===== src/rtl/rrc_pkg.sv =====
package rrc_pkg;

    localparam int BYTE_W = 8;
    localparam int CNT_W  = 4;

    localparam logic [7:0] OPC_ACC  = 8'h6A;
    localparam logic [7:0] OPC_ABS  = 8'h6E;
    localparam logic [7:0] OPC_DP   = 8'h66;
    localparam logic [7:0] OPC_ABSX = 8'h7E;
    localparam logic [7:0] OPC_DPX  = 8'h76;

    typedef enum logic [2:0] {
        AM_ACC,
        AM_ABS,
        AM_DP,
        AM_ABSX,
        AM_DPX,
        AM_NONE
    } amode_t;

    function automatic amode_t decode_op(input logic [7:0] op);
        case (op)
            OPC_ACC:  return AM_ACC;
            OPC_ABS:  return AM_ABS;
            OPC_DP:   return AM_DP;
            OPC_ABSX: return AM_ABSX;
            OPC_DPX:  return AM_DPX;
            default:  return AM_NONE;
        endcase
    endfunction

    function automatic logic is_dp_mode(input amode_t m);
        return (m == AM_DP) || (m == AM_DPX);
    endfunction

    // Total cycle count: base per mode, +2 for a wide memory operand,
    // +1 for a direct page base that is not page aligned.
    function automatic logic [CNT_W-1:0] cycle_total(input amode_t m,
                                                     input logic wide,
                                                     input logic dp_nz);
        logic [CNT_W-1:0] t;
        case (m)
            AM_ACC:  t = CNT_W'(2);
            AM_ABS:  t = CNT_W'(6);
            AM_DP:   t = CNT_W'(5);
            AM_ABSX: t = CNT_W'(7);
            AM_DPX:  t = CNT_W'(6);
            default: t = CNT_W'(0);
        endcase
        if (wide && (m != AM_ACC))
            t = t + CNT_W'(2);
        if (dp_nz && is_dp_mode(m))
            t = t + CNT_W'(1);
        return t;
    endfunction

endpackage


===== src/rtl/rrc_decode.sv =====
module rrc_decode
    import rrc_pkg::*;
(
    input  logic [7:0] opcode,
    output amode_t     mode,
    output logic       legal
);

    always_comb begin
        mode  = decode_op(opcode);
        legal = (mode != AM_NONE);
    end

endmodule


===== src/rtl/rrc_rotate.sv =====
module rrc_rotate #(
    parameter int BYTE_W = rrc_pkg::BYTE_W,
    localparam int WORD_W = 2 * BYTE_W
) (
    input  logic [WORD_W-1:0] opnd,
    input  logic              cin,
    input  logic              wide,
    output logic [WORD_W-1:0] res,
    output logic              n,
    output logic              z,
    output logic              c
);

    logic [WORD_W-1:0] res_word;
    logic [WORD_W-1:0] res_byte;

    always_comb begin
        res_word = {cin, opnd[WORD_W-1:1]};
        res_byte = {opnd[WORD_W-1:BYTE_W], cin, opnd[BYTE_W-1:1]};
        res      = wide ? res_word : res_byte;
        c        = opnd[0];
        n        = wide ? res[WORD_W-1] : res[BYTE_W-1];
        z        = wide ? (res == '0) : (res[BYTE_W-1:0] == '0);
    end

endmodule


===== src/rtl/rrc_seq.sv =====
module rrc_seq #(
    parameter int CNT_W = rrc_pkg::CNT_W
) (
    input  logic             clk,
    input  logic             rst,
    input  logic             accept,
    input  logic [CNT_W-1:0] total,
    output logic             busy,
    output logic [CNT_W-1:0] remain,
    output logic             done
);

    logic             busy_q;
    logic [CNT_W-1:0] cyc_q;
    logic [CNT_W-1:0] tot_q;

    always_ff @(posedge clk) begin
        if (rst) begin
            busy_q <= 1'b0;
            cyc_q  <= '0;
            tot_q  <= '0;
        end else if (accept) begin
            busy_q <= 1'b1;
            cyc_q  <= CNT_W'(2);
            tot_q  <= total;
        end else if (busy_q) begin
            if (cyc_q == tot_q)
                busy_q <= 1'b0;
            else
                cyc_q <= cyc_q + CNT_W'(1);
        end
    end

    assign busy   = busy_q;
    assign done   = busy_q && (cyc_q == tot_q);
    assign remain = tot_q - cyc_q;

    AST_DONE_PULSE: assert property (@(posedge clk) disable iff (rst) done |=> !done);
    AST_ACCEPT_BUSY: assert property (@(posedge clk) disable iff (rst) accept |=> busy);
    AST_DONE_IDLE: assert property (@(posedge clk) disable iff (rst) done |=> !busy);

endmodule


===== src/rtl/rrc_unit.sv =====
module rrc_unit
    import rrc_pkg::*;
#(
    parameter int BYTE_W = rrc_pkg::BYTE_W,
    parameter int CNT_W  = rrc_pkg::CNT_W,
    localparam int WORD_W = 2 * BYTE_W
) (
    input  logic              clk,
    input  logic              rst,
    input  logic              start,
    input  logic [7:0]        opcode,
    input  logic              wide,
    input  logic              carry_in,
    input  logic [BYTE_W-1:0] dp_low,
    input  logic [WORD_W-1:0] acc_in,
    input  logic [BYTE_W-1:0] mem_rdata,
    output logic              busy,
    output logic              mem_rd,
    output logic              mem_wr,
    output logic              mem_hi,
    output logic [BYTE_W-1:0] mem_wdata,
    output logic [WORD_W-1:0] result,
    output logic              flag_n,
    output logic              flag_z,
    output logic              flag_c,
    output logic              wb_acc,
    output logic              wb_mem,
    output logic              done,
    output logic              illegal
);

    amode_t           mode_d;
    logic             legal_d;
    logic             accept;
    logic             reject;
    logic [CNT_W-1:0] total_d;
    logic [CNT_W-1:0] remain;

    amode_t            mode_q;
    logic              wide_q;
    logic              cin_q;
    logic              illegal_q;
    logic [WORD_W-1:0] opnd_q;

    logic mem_act, rd_lo, rd_hi, wr_lo, wr_hi;
    logic [WORD_W-1:0] res;

    rrc_decode u_dec (
        .opcode (opcode),
        .mode   (mode_d),
        .legal  (legal_d)
    );

    assign accept  = start && !busy && legal_d;
    assign reject  = start && !busy && !legal_d;
    assign total_d = cycle_total(mode_d, wide, |dp_low);

    rrc_seq #(.CNT_W(CNT_W)) u_seq (
        .clk    (clk),
        .rst    (rst),
        .accept (accept),
        .total  (total_d),
        .busy   (busy),
        .remain (remain),
        .done   (done)
    );

    // Memory strobe schedule, counted back from the final cycle.
    always_comb begin
        mem_act = busy && (mode_q != AM_ACC);
        rd_lo   = mem_act && (remain == (wide_q ? CNT_W'(4) : CNT_W'(2)));
        rd_hi   = mem_act && wide_q && (remain == CNT_W'(3));
        wr_hi   = mem_act && wide_q && (remain == CNT_W'(1));
        wr_lo   = mem_act && (remain == CNT_W'(0));
    end

    always_ff @(posedge clk) begin
        if (rst) begin
            mode_q    <= AM_ACC;
            wide_q    <= 1'b0;
            cin_q     <= 1'b0;
            opnd_q    <= '0;
            illegal_q <= 1'b0;
        end else begin
            illegal_q <= reject;
            if (accept) begin
                mode_q <= mode_d;
                wide_q <= wide;
                cin_q  <= carry_in;
                opnd_q <= acc_in;
            end else begin
                if (rd_lo) opnd_q[BYTE_W-1:0]      <= mem_rdata;
                if (rd_hi) opnd_q[WORD_W-1:BYTE_W] <= mem_rdata;
            end
        end
    end

    rrc_rotate #(.BYTE_W(BYTE_W)) u_rot (
        .opnd (opnd_q),
        .cin  (cin_q),
        .wide (wide_q),
        .res  (res),
        .n    (flag_n),
        .z    (flag_z),
        .c    (flag_c)
    );

    assign result    = res;
    assign mem_rd    = rd_lo || rd_hi;
    assign mem_wr    = wr_lo || wr_hi;
    assign mem_hi    = rd_hi || wr_hi;
    assign mem_wdata = mem_hi ? res[WORD_W-1:BYTE_W] : res[BYTE_W-1:0];
    assign wb_acc    = done && (mode_q == AM_ACC);
    assign wb_mem    = done && (mode_q != AM_ACC);
    assign illegal   = illegal_q;

    AST_RW_EXCL: assert property (@(posedge clk) disable iff (rst) !(mem_rd && mem_wr));
    AST_LAST_WRITE: assert property (@(posedge clk) disable iff (rst) (mem_wr && !mem_hi) |-> done);
    AST_ACC_NO_MEM: assert property (@(posedge clk) disable iff (rst) (busy && !wb_mem && !mem_act) |-> !(mem_rd || mem_wr));
    AST_ILLEGAL_QUIET: assert property (@(posedge clk) disable iff (rst) illegal |-> !busy && !mem_rd && !mem_wr);
    AST_ILLEGAL_PULSE: assert property (@(posedge clk) disable iff (rst) illegal |=> !illegal);

endmodule


===== config.mk =====
export PLATFORM = sky130hd
export DESIGN_NAME = rrc_unit
export DESIGN_NICKNAME = d
export VERILOG_FILES = /design/src/rtl/rrc_pkg.sv /design/src/rtl/rrc_decode.sv /design/src/rtl/rrc_rotate.sv /design/src/rtl/rrc_seq.sv /design/src/rtl/rrc_unit.sv
export SDC_FILE = /design/constraint.sdc
export NUM_CORES = 1
export LEC_CHECK = 0
export ABC_AREA = 1
export CAP_MARGIN = 20
export CORE_MARGIN = 2
export CORE_UTILIZATION = 35
export DETAILED_ROUTE_END_ITERATION = 7
export SLEW_MARGIN = 15
export SYNTH_ARGS = -nofsm -noshare
export SYNTH_HDL_FRONTEND = slang
export SYNTH_SLANG_ARGS = --single-unit

===== constraint.sdc =====
create_clock -name clk -period 4.6 [get_ports clk]
set_input_delay 0.69 -clock clk [delete_from_list [all_inputs] [get_ports clk]]
set_output_delay 0.69 -clock clk [all_outputs]
set_load 0.01 [all_outputs]

==> reports/qor.csv <==
metric,value,unit
final worst slack,1101,ps
Critical Path Start,u_seq.cyc_q[0],
"Avg Cell Area, Syn",5.936,um^2
Initial DRC Count,94,
die outline height,85.02,um
post-cts sizing count,0,
max frequency,285.8,MHz
VDD IR-drop max,0.0001036,V
vias in the first global route,2288,
DRC viols,0,
final period utilization,0.7606,
Setup TNS,0,ps
"commonest non-fill, non-tap cells in the layout","127 x nand2_1, 79 x clkdlybuf4s50_1, 66 x nand3_1",
Internal Power,0.4208,mW
hold buffer count at cts,0,
register share of total power,0.478,
fin crit period,3499,ps
final setup fails,0,
row count,29,
setup skew after layout,8.421,ps
clock power share,0.385,
"Setup Fix Bufs, Post-CTS",0,
WS Path Type,flip-flop to output pin,
initial antenna violation count,0,
critical path peak fanout,9,
DR WL/cell,11.86,um
hpwl dp,5098,um
Starting Density,0.3618,
"Data required, critical path",3910,ps
Netlist Area Pre-Place,0.002297,mm^2
global-route wire length before repair,10700,um
grt total ovfl,0,
Lkg Pwr,1.527,nW
Yosys reg bits,31,
clock buffer depth,2,
Die ar.,0.007228,mm^2
clk sink count,31,
CTS tree,done,
ANT cells,0,
status,finished clean,
number of CTS-inserted buffers,5,
"Distinct cells, synth",29,
Pre-antenna DRT Iters,4,
I/O pin count,80,
clock tree root driver cell,clkbuf_8,
Pwr Total,0.5690,mW
Worst Hold Class,flip-flop to flip-flop,
IO buf count,79,
PwrDens,180.5,mW/mm^2
core area,0.006350,mm^2
Logic pwr share,0.137,
Worst Path Arrival,2810,ps
"Core Util, Final",0.4966,
fillers,687,
share of cells above drive strength 1,0.05240,
Worst setup SP type,flip-flop,
reg2reg path depth,11,
RSZ-0062 raised after global routing,false,
clk_lat worst skew,300,ps
Die X,85.02,um
CTS H-tree lvls,2,
slew margin rel.,0.6334,
Syn Nets,438,
Via density,4.772,
Max-Cap Viols,0,
vias,2553,
Overall Global Routing Usage,0.1829,
Worst Max-Slew Pin Slew,546.5,ps
net switching power,0.1481,mW
routed wire length,6347,um
Synth Warn #,0,
pre-CTS setup slack,1429,ps
RR Endpoint,opnd_q[8],
CP Capture Type,output pin,
Cells after Synth,387,
Post-DRT Antenna Nets,0,
sequential cell area fraction in the yosys report,0.2702,
switching share of power,0.2604,
clk slew on worst S/H paths,70,ps
Synth-to-Final Area Change,37.25,%
Slew Limit Fails,0,
"commonest non-fill, non-tap cell in the layout",nand2_1,
final-stage net count,508,
final hold vios,0,
FF-to-FF Start,u_seq.cyc_q[0],
CP endpoint,mem_rd,
internal reg-to-reg setup slack,2220,ps
largest net degree at the start of global routing,39,
RePlAce Congestion,0.8377,
## area by class of cell
cell class,instances,area [um^2],share of cell area
Clock buffer,5,68.82,0.02183
Clock inverter,3,20.02,0.006349
Inverter,60,225.2,0.07143
Multi-Input combinational cell,280,1331,0.4222
Sequential cell,31,620.6,0.1968
Tap cell,77,96.34,0.03056
Timing Repair Buffer,79,790.8,0.2508
## how the worst min path moves through the flow
stage	start	end	depth (start not counted)
finish	u_seq.tot_q[1]	u_seq.tot_q[1]	2
global route	u_seq.tot_q[1]	u_seq.tot_q[1]	2
CTS	u_seq.tot_q[1]	u_seq.tot_q[1]	2
detailed placement	mode_q[1]	mode_q[1]	2
global placement	u_seq.tot_q[1]	u_seq.tot_q[1]	2
floorplan	u_seq.tot_q[2]	u_seq.tot_q[2]	2
## registers in the layout, summed over array words and instances (netlist names)
name / count
opnd_q: 16
cin_q: 1
illegal: 1
u_seq.busy: 1
u_seq.cyc_q: 4
u_seq.tot_q: 4
wide_q: 1
mode_q: 3
## Yosys cell counts
cell	n	area, um^2
xor2_1	2	17.52
nand2_4	1	11.26
dfxtp_1	31	620.6
o32ai_1	1	8.760
ha_1	5	62.56
nand2_2	4	25.02
a21oi_2	1	8.760
o22ai_1	2	12.51
clkbuf_1	4	15.01
clkinv_1	2	7.510
nor3b_1	1	7.510
nor2_1	30	112.6
buf_4	8	60.06
nand3b_1	2	15.01
nand4_1	4	25.02
or2_2	1	6.260
nor2_4	1	11.26
a21oi_1	5	25.02
fa_1	1	20.02
buf_6	4	45.04
nor2_2	4	25.02
nand3_1	66	330.3
nor4_1	3	18.77
o21ai_0	13	65.06
nand2_1	127	476.7
inv_2	3	11.26
nor3_1	5	25.02
nand4_4	1	21.27
inv_1	55	206.5
## layer usage
layer / wire length, um / vias to the layer above / global-route usage
met1: 3004 / 1126 / 0.2516
li1: - / 1353 / -
met5: 0 / - / 0
met2: 2912 / 66 / 0.2933
met4: 82 / 0 / 0.05195
met3: 347 / 8 / 0.03307
## worst max-delay path, cell delays in order (launching register included)
cell and delay (ps):
dfxtp_1 400, ha_1 210, fa_1 450, inv_1 100, nand4_1 90, nand2_1 80, nand2_1 50, nor2_2 320
inv_2 160, nand2_1 110, clkdlybuf4s50_1 540
## through the flow
step / hold WS (ps) / area [um^2] / instances
final: 472.7 / 3153 / 535
after global routing: 483.7 / 3153 / 535
after CTS: 478.2 / 3153 / 535
after detailed placement: 467.1 / 3064 / 527
after global placement: 463.4 / 3064 / 527
after floorplan: 432.6 / 2297 / 387
## power by group through the flow
| stage | combinational (mW) | clock, mW | sequential [mW] |
|---|---|---|---|
| detailed placement | 0.0787 | 0 | 0.278 |
| finish | 0.0782 | 0.219 | 0.272 |
| global placement | 0.0785 | 0 | 0.278 |
| CTS | 0.0788 | 0.224 | 0.272 |
| floorplan | 0.0269 | 0 | 0.278 |
| global route | 0.0860 | 0.233 | 0.272 |
## logic make-up after synthesis
kind of cell | after synthesis | share of synthesized area
compound gates | 22 | 0.05229
xor+xnor | 2 | 0.007627
fa+ha+maj | 6 | 0.03595
buf+inv | 76 | 0.1503
flops | 31 | 0.2702
simple gates | 250 | 0.4837
Power figures use the tool's default switching activity.
